**src/rtl/intn_synth_core_pkg.sv**
```systemverilog
package intn_synth_core_pkg;

  typedef enum logic [1:0] {
    TM_NORMAL   = 2'b00,
    TM_PUMP_OFF = 2'b01,
    TM_PROBE    = 2'b10,
    TM_EXTERNAL = 2'b11
  } test_mode_e;

  // Reference ratio from the two select bits; sel_a matters only when sel_b is set.
  function automatic int unsigned ref_ratio(input logic sel_a, input logic sel_b,
                                            input int unsigned r_b0,
                                            input int unsigned r_b1_a0,
                                            input int unsigned r_b1_a1);
    if (!sel_b)
      return r_b0;
    else if (!sel_a)
      return r_b1_a0;
    else
      return r_b1_a1;
  endfunction

  // Programmable ratio with a lower bound.
  function automatic int unsigned prog_ratio(input int unsigned word, input int unsigned n_min);
    return (word < n_min) ? n_min : word;
  endfunction

endpackage

```
**src/rtl/tick_divider.sv**
```systemverilog
module tick_divider #(
  parameter int W = 15
) (
  input  logic         clk,
  input  logic         rst_n,
  input  logic         tick,
  input  logic [W-1:0] ratio_in,
  output logic         div_q,
  output logic         tc,
  output logic [W-1:0] ratio_act
);

  logic [W-1:0] cnt;
  logic [W-1:0] cnt_nxt;
  logic [W-1:0] ratio_nxt;

  // Terminal count: the last strobe of the period in progress.
  assign tc = tick && (cnt == ratio_act - W'(1));

  always_comb begin
    cnt_nxt   = tc ? '0 : cnt + W'(1);
    ratio_nxt = tc ? ratio_in : ratio_act;
  end

  // Output is low for the first half of a period and high for the second,
  // so it falls exactly at the wrap.
  always_ff @(posedge clk) begin
    if (!rst_n) begin
      cnt       <= '0;
      ratio_act <= ratio_in;
      div_q     <= 1'b0;
    end else if (tick) begin
      cnt       <= cnt_nxt;
      ratio_act <= ratio_nxt;
      div_q     <= (cnt_nxt >= (ratio_nxt >> 1));
    end
  end

endmodule

```
**src/rtl/level_sync.sv**
```systemverilog
module level_sync #(
  parameter int STAGES = 2
) (
  input  logic clk,
  input  logic rst_n,
  input  logic d,
  output logic q
);

  logic [STAGES-1:0] sr;

  always_ff @(posedge clk) begin
    if (!rst_n)
      sr <= '1;
    else
      sr <= {sr[STAGES-2:0], d};
  end

  assign q = sr[STAGES-1];

endmodule

```
**src/rtl/phase_det.sv**
```systemverilog
module phase_det (
  input  logic clk,
  input  logic rst_n,
  input  logic vco_lvl,
  input  logic ref_lvl,
  output logic up_q,
  output logic dn_q,
  output logic vco_fall,
  output logic ref_fall
);

  logic vco_prev;
  logic ref_prev;
  logic up_set;
  logic dn_set;

  assign vco_fall = vco_prev & ~vco_lvl;
  assign ref_fall = ref_prev & ~ref_lvl;

  always_comb begin
    up_set = up_q | vco_fall;
    dn_set = dn_q | ref_fall;
  end

  // Once both edges have arrived, both flops clear in the same cycle.
  always_ff @(posedge clk) begin
    if (!rst_n) begin
      vco_prev <= 1'b0;
      ref_prev <= 1'b0;
      up_q     <= 1'b0;
      dn_q     <= 1'b0;
    end else begin
      vco_prev <= vco_lvl;
      ref_prev <= ref_lvl;
      if (up_set && dn_set) begin
        up_q <= 1'b0;
        dn_q <= 1'b0;
      end else begin
        up_q <= up_set;
        dn_q <= dn_set;
      end
    end
  end

endmodule

```
**src/rtl/intn_synth_core.sv**
```systemverilog
module intn_synth_core
  import intn_synth_core_pkg::*;
#(
  parameter int N_W          = 15,
  parameter int REF_W        = 8,
  parameter int N_MIN        = 256,
  parameter int REF_B0       = 80,
  parameter int REF_B1_A0    = 128,
  parameter int REF_B1_A1    = 64,
  parameter int SYNC_STAGES  = 2
) (
  input  logic           clk,
  input  logic           rst_n,
  input  logic           vco_tick,
  input  logic           xtal_tick,
  input  logic [N_W-1:0] div_word,
  input  logic           ref_sel_a,
  input  logic           ref_sel_b,
  input  logic [1:0]     test_mode,
  input  logic           cur_high_sel,
  input  logic [1:0]     port_val,
  input  logic [1:0]     ext_in,
  output logic           pump_up,
  output logic           pump_dn,
  output logic           pump_hiz,
  output logic           pump_cur_high,
  output logic [1:0]     port_out
);

  localparam int EXT_N = 2;

  test_mode_e mode;
  assign mode = test_mode_e'(test_mode);

  // Ratio words for the two dividers.
  logic [N_W-1:0]   prog_ratio_in;
  logic [REF_W-1:0] ref_ratio_in;
  assign prog_ratio_in = N_W'(prog_ratio(32'(div_word), N_MIN));
  assign ref_ratio_in  = REF_W'(ref_ratio(ref_sel_a, ref_sel_b, REF_B0, REF_B1_A0, REF_B1_A1));

  // Named internal events, brought out for the checker.
  logic             vco_div_lvl;
  logic             ref_div_lvl;
  logic             prog_tc;
  logic             ref_tc;
  logic [N_W-1:0]   prog_ratio_act;
  logic [REF_W-1:0] ref_ratio_act;
  logic [EXT_N-1:0] ext_lvl;
  logic             det_vco_lvl;
  logic             det_ref_lvl;
  logic             det_vco_fall;
  logic             det_ref_fall;
  logic             up_raw;
  logic             dn_raw;
  logic             pump_off;
  logic             probe_on;

  tick_divider #(.W(N_W)) u_prog_div (
    .clk       (clk),
    .rst_n     (rst_n),
    .tick      (vco_tick),
    .ratio_in  (prog_ratio_in),
    .div_q     (vco_div_lvl),
    .tc        (prog_tc),
    .ratio_act (prog_ratio_act)
  );

  tick_divider #(.W(REF_W)) u_ref_div (
    .clk       (clk),
    .rst_n     (rst_n),
    .tick      (xtal_tick),
    .ratio_in  (ref_ratio_in),
    .div_q     (ref_div_lvl),
    .tc        (ref_tc),
    .ratio_act (ref_ratio_act)
  );

  for (genvar g = 0; g < EXT_N; g++) begin : g_ext_sync
    level_sync #(.STAGES(SYNC_STAGES)) u_sync (
      .clk   (clk),
      .rst_n (rst_n),
      .d     (ext_in[g]),
      .q     (ext_lvl[g])
    );
  end

  always_comb begin
    if (mode == TM_EXTERNAL) begin
      det_vco_lvl = ext_lvl[1];
      det_ref_lvl = ext_lvl[0];
    end else begin
      det_vco_lvl = vco_div_lvl;
      det_ref_lvl = ref_div_lvl;
    end
  end

  phase_det u_pfd (
    .clk      (clk),
    .rst_n    (rst_n),
    .vco_lvl  (det_vco_lvl),
    .ref_lvl  (det_ref_lvl),
    .up_q     (up_raw),
    .dn_q     (dn_raw),
    .vco_fall (det_vco_fall),
    .ref_fall (det_ref_fall)
  );

  assign pump_off = (mode == TM_PUMP_OFF);
  assign probe_on = (mode == TM_PROBE);

  assign pump_up       = up_raw & ~pump_off;
  assign pump_dn       = dn_raw & ~pump_off;
  assign pump_hiz      = ~(pump_up | pump_dn);
  assign pump_cur_high = cur_high_sel;

  assign port_out[0] = probe_on ? ref_div_lvl : port_val[0];
  assign port_out[1] = probe_on ? vco_div_lvl : port_val[1];

endmodule

```
**config.mk**
```make
export PLATFORM = sky130hd
export DESIGN_NAME = intn_synth_core
export DESIGN_NICKNAME = d
export VERILOG_FILES = /design/src/rtl/intn_synth_core_pkg.sv /design/src/rtl/tick_divider.sv /design/src/rtl/level_sync.sv /design/src/rtl/phase_det.sv /design/src/rtl/intn_synth_core.sv
export SDC_FILE = /design/constraint.sdc
export NUM_CORES = 1
export LEC_CHECK = 0
export BUFFER_PORTS_ARGS = -buffer_cell sky130_fd_sc_hd__buf_2
export CAP_MARGIN = 10
export CORE_ASPECT_RATIO = 0.9
export CORE_MARGIN = 2
export CORE_UTILIZATION = 43
export CTS_BUF_LIST = sky130_fd_sc_hd__clkbuf_8
export DETAILED_ROUTE_END_ITERATION = 7
export SLEW_MARGIN = 30
export SYNTH_ARGS = -nofsm -noshare
export SYNTH_HDL_FRONTEND = slang
export SYNTH_SLANG_ARGS = --single-unit
```
**constraint.sdc**
```tcl
create_clock -name clk -period 5.5 [get_ports clk]
set_input_delay 0 -clock clk [delete_from_list [all_inputs] [get_ports clk]]
set_output_delay 0 -clock clk [all_outputs]
set_load 0.03 [all_outputs]
```
==> impl_metrics.tcl <==
set metrics [dict create \
    cap_viol_max_count 0 \
    synth_edf_count 22 \
    synth.area.mux_share_pct 8.930 \
    cts_buffer_depth 2 \
    finalSetupViolCount 0 \
    maxSlewViolCount 0 \
    cellLeakagePower_nw 1.830 \
    crit_type "flop to flop" \
    synth_area_leader_cell "dfxtp_1" \
    grt_max_degree 46 \
    critPathArrivalTime_ns 4.82 \
    hpwl_mm 7.434 \
    netSwitchingPower_uw 281.1 \
    antenna_left 0 \
    grt_pass1_vias 3382 \
    ys_ff_latch 55 \
    ctsHoldBuffers 9 \
    numCtsBuffers 5 \
    start_kind "flop" \
    rsz0062_at_grt "false" \
    wirelength_mm 10.02 \
    dieArea_sq_mm 0.01082 \
    antenna_found_initial 0 \
    grt_first_pass_wirelength_mm 16.82 \
    fin_nets 567 \
    dr_total_vias 3618 \
    cp-end-kind "flop" \
    antenna_cells 0 \
    cts_resized 0 \
    synth_common_cells "42 x nor2_1, 40 x a21oi_1, 33 x dfxtp_1" \
    synth_fa_ha_area_share_pct 7.272 \
    synth_flop_cell "dfxtp_1" \
    fin_crit_sh_pct 83.55 \
    p_per_area_mw_per_mm2 202.4 \
    multiInputGateArea_sq_mm 0.002800 \
    synth_async_sr_flop_share_pct 0 \
    seq_area_sq_mm 0.001321 \
    track_usage_pct 19.51 \
    die_w_um 109.4 \
    tightest_slew_ns 0.7991 \
    ioPinCount 34 \
    start_util_pct 44.35 \
    coreArea_sq_mm 0.009699 \
    vdd_drop_max_mv 0.1514 \
    synth_top_area_share_pct 15.36 \
    comb_power_share_pct 19.9 \
    worst-path-max-fanout 30 \
    grt-ovfl-total 0 \
    p_clk_share_pct 29.6 \
    first_pass_iters 4 \
    drc_errors 0 \
    row_count 34 \
    hold_violations 0 \
    clock-sinks 55 \
    clock_skew_ns 0.003184 \
    cp.required_ns 5.72 \
    synthesis.area_sq_mm 0.004302 \
    syn2layout_area_growth_pct 9.977 \
    wl_per_cell_um 15.63 \
    ys_warn_count 0 \
    fin_util_pct 48.77 \
    power_frac_seq_pct 50.6 \
    htree_num_levels 2 \
    synth_top_family_by_area "simple AND/OR/NAND/NOR gates" \
    synth_cell_types 63 \
    relSlewSlack_pct 46.67 \
    fp.dieH_um 98.89 \
    io_buffers 31 \
    clk_latency_ns 0.32 \
    drive_gt1_share_pct 14.56 \
    syn-num-nets 549 \
    globalplace.congestion 0.8924 \
    tns_ns 0 \
    min_path_type "input pin to primary output" \
    drtIter0Drc 260 \
    nFillCells 949 \
    switching_share_pct 29.36 \
    total_power_uw 957.3 \
    synth_compound_area_share_pct 15.30 \
    status "finished clean" \
    ys_seq_area_share_pct 30.72 \
    path_clk_slew_ns 0.10 \
    clock.fmax_mhz 217.6 \
    synth_simple_gate_area_share_pct 24.49 \
    p_int_uw 676.2 \
    synth_most_common_cell "nor2_1" \
    cts_tree "built" \
    syn_avg_cell_area_sq_um 8.673 \
    root_buffer "clkbuf_8" \
    postCtsSetupBuffers 0 \
    synth.area.top_cells "dfxtp_1 15%, edfxtp_1 15%, ha_1 7.3%" \
    synthXorXnorAreaFrac_pct 8.959 \
    viasPerCell 5.644 \
    syn_inst 496 \
    fin_crit_ns 4.595 \
]
-- kinds of logic after synthesis --
family | count (synthesis)
AO/OA/AOI/OAI | 100
XOR/XNOR | 44
adder cells (fa/ha/maj) | 25
buffers and inverters | 48
flip-flops | 55
multiplexers | 36
AND/OR/NAND/NOR | 188
-- per-layer routing --
metal / part of all wire [%] / GRT usage [%]
met1: 52 / 30.00
met2: 43 / 28.44
met4: 0.82 / 4.479
met3: 4.1 / 2.976
met5: 0 / 0
-- path summary, 6_finish.rpt --
path / start / to / slack, ns / cells after the start
setup / recovery: u_prog_div.ratio_act[1] / u_prog_div.div_q / 0.90 / 15
hold / removal: cur_high_sel / pump_cur_high / 0.00007 / 0
setup reg to reg: u_prog_div.ratio_act[1] / u_prog_div.div_q / 0.90 / 15
hold reg to reg: g_ext_sync[0].u_sync.sr[0] / g_ext_sync[0].u_sync.sr[1] / 0.42 / 1
-- critical path, cell delays in order (launching register included) --
cell,delay [ns]
edfxtp_1,0.44
inv_1,0.12
ha_1,0.25
or4b_1,0.57
nor4_2,0.30
mux2_2,0.37
o21a_1,0.20
nor4_4,0.29
buf_4,0.38
a21oi_1,0.09
ha_1,0.34
a2111oi_0,0.40
a21oi_1,0.14
nor4_1,0.25
nor2_1,0.08
o31a_1,0.27
-- registers in the layout, summed over array words and instances, names as in the netlist --
name,count
u_prog_div.cnt,15
u_prog_div.ratio_act,15
u_ref_div.cnt,8
u_ref_div.ratio_act,7
g_ext_sync.u_sync.sr,4
u_pfd.dn_q,1
u_pfd.ref_prev,1
u_pfd.up_q,1
u_pfd.vco_prev,1
u_prog_div.div_q,1
u_ref_div.div_q,1
-- through the flow --
| step | hold slack [ns] | setup slack [ns] | instance area [sq um] | instances |
|---|---|---|---|---|
| 3_5_place_dp | 0.0002048 | 0.9583 | 4524 | 624 |
| 4_1_cts | 0.0002048 | 0.9297 | 4731 | 641 |
| 2_1_floorplan | 0.1015 | 1.048 | 4302 | 496 |
| 6_report | 0.00006533 | 0.9047 | 4731 | 641 |
| 5_1_grt | 0.0001735 | 0.5089 | 4731 | 641 |
| 3_3_place_gp | 0.0002048 | 1.043 | 4524 | 624 |
-- power by group through the flow --
stage | sequential [mW] | clock [mW] | combinational, mW
after global routing | 0.489 | 0.311 | 0.213
after floorplan | 0.476 | 0 | 0.149
final | 0.484 | 0.283 | 0.190
after CTS | 0.484 | 0.296 | 0.190
after detailed placement | 0.493 | 0 | 0.184
after global placement | 0.492 | 0 | 0.179
-- cell usage in the layout (no fill, tap or decap), types with 3 or more instances in the layout --
cell	n
inv_1	12
nor4_1	3
or4_1	5
o21a_1	5
dfxtp_1	33
mux2_2	11
buf_4	5
ha_1	25
nand2_1	28
nor2_1	42
nand4_1	7
o21ai_0	8
a21o_1	6
a21oi_1	40
or3_1	9
a31o_2	11
edfxtp_1	22
a22o_1	3
xor2_1	19
and2_1	12
mux2_1	8
and3_1	8
nor2b_1	7
xnor2_1	25
mux2i_1	17
clkbuf_8	5
dlygate4sd3_1	9
nand3b_1	6
a211oi_1	3
nor3_1	11
nand2b_1	12
buf_2	31
nand4b_1	7
o22ai_1	4
nand3_1	15
or2_2	3
-- final cells by class --
type | instances | area share [%]
flip-flops and latches | 55 | 27.93
repair buffers | 45 | 5.977
clock inverters | 3 | 1.005
clock buffers | 5 | 1.455
inverters | 14 | 1.111
multi-input cells | 393 | 59.19
well taps | 126 | 3.332
No activity file was read; power rests on OpenSTA's default activity.
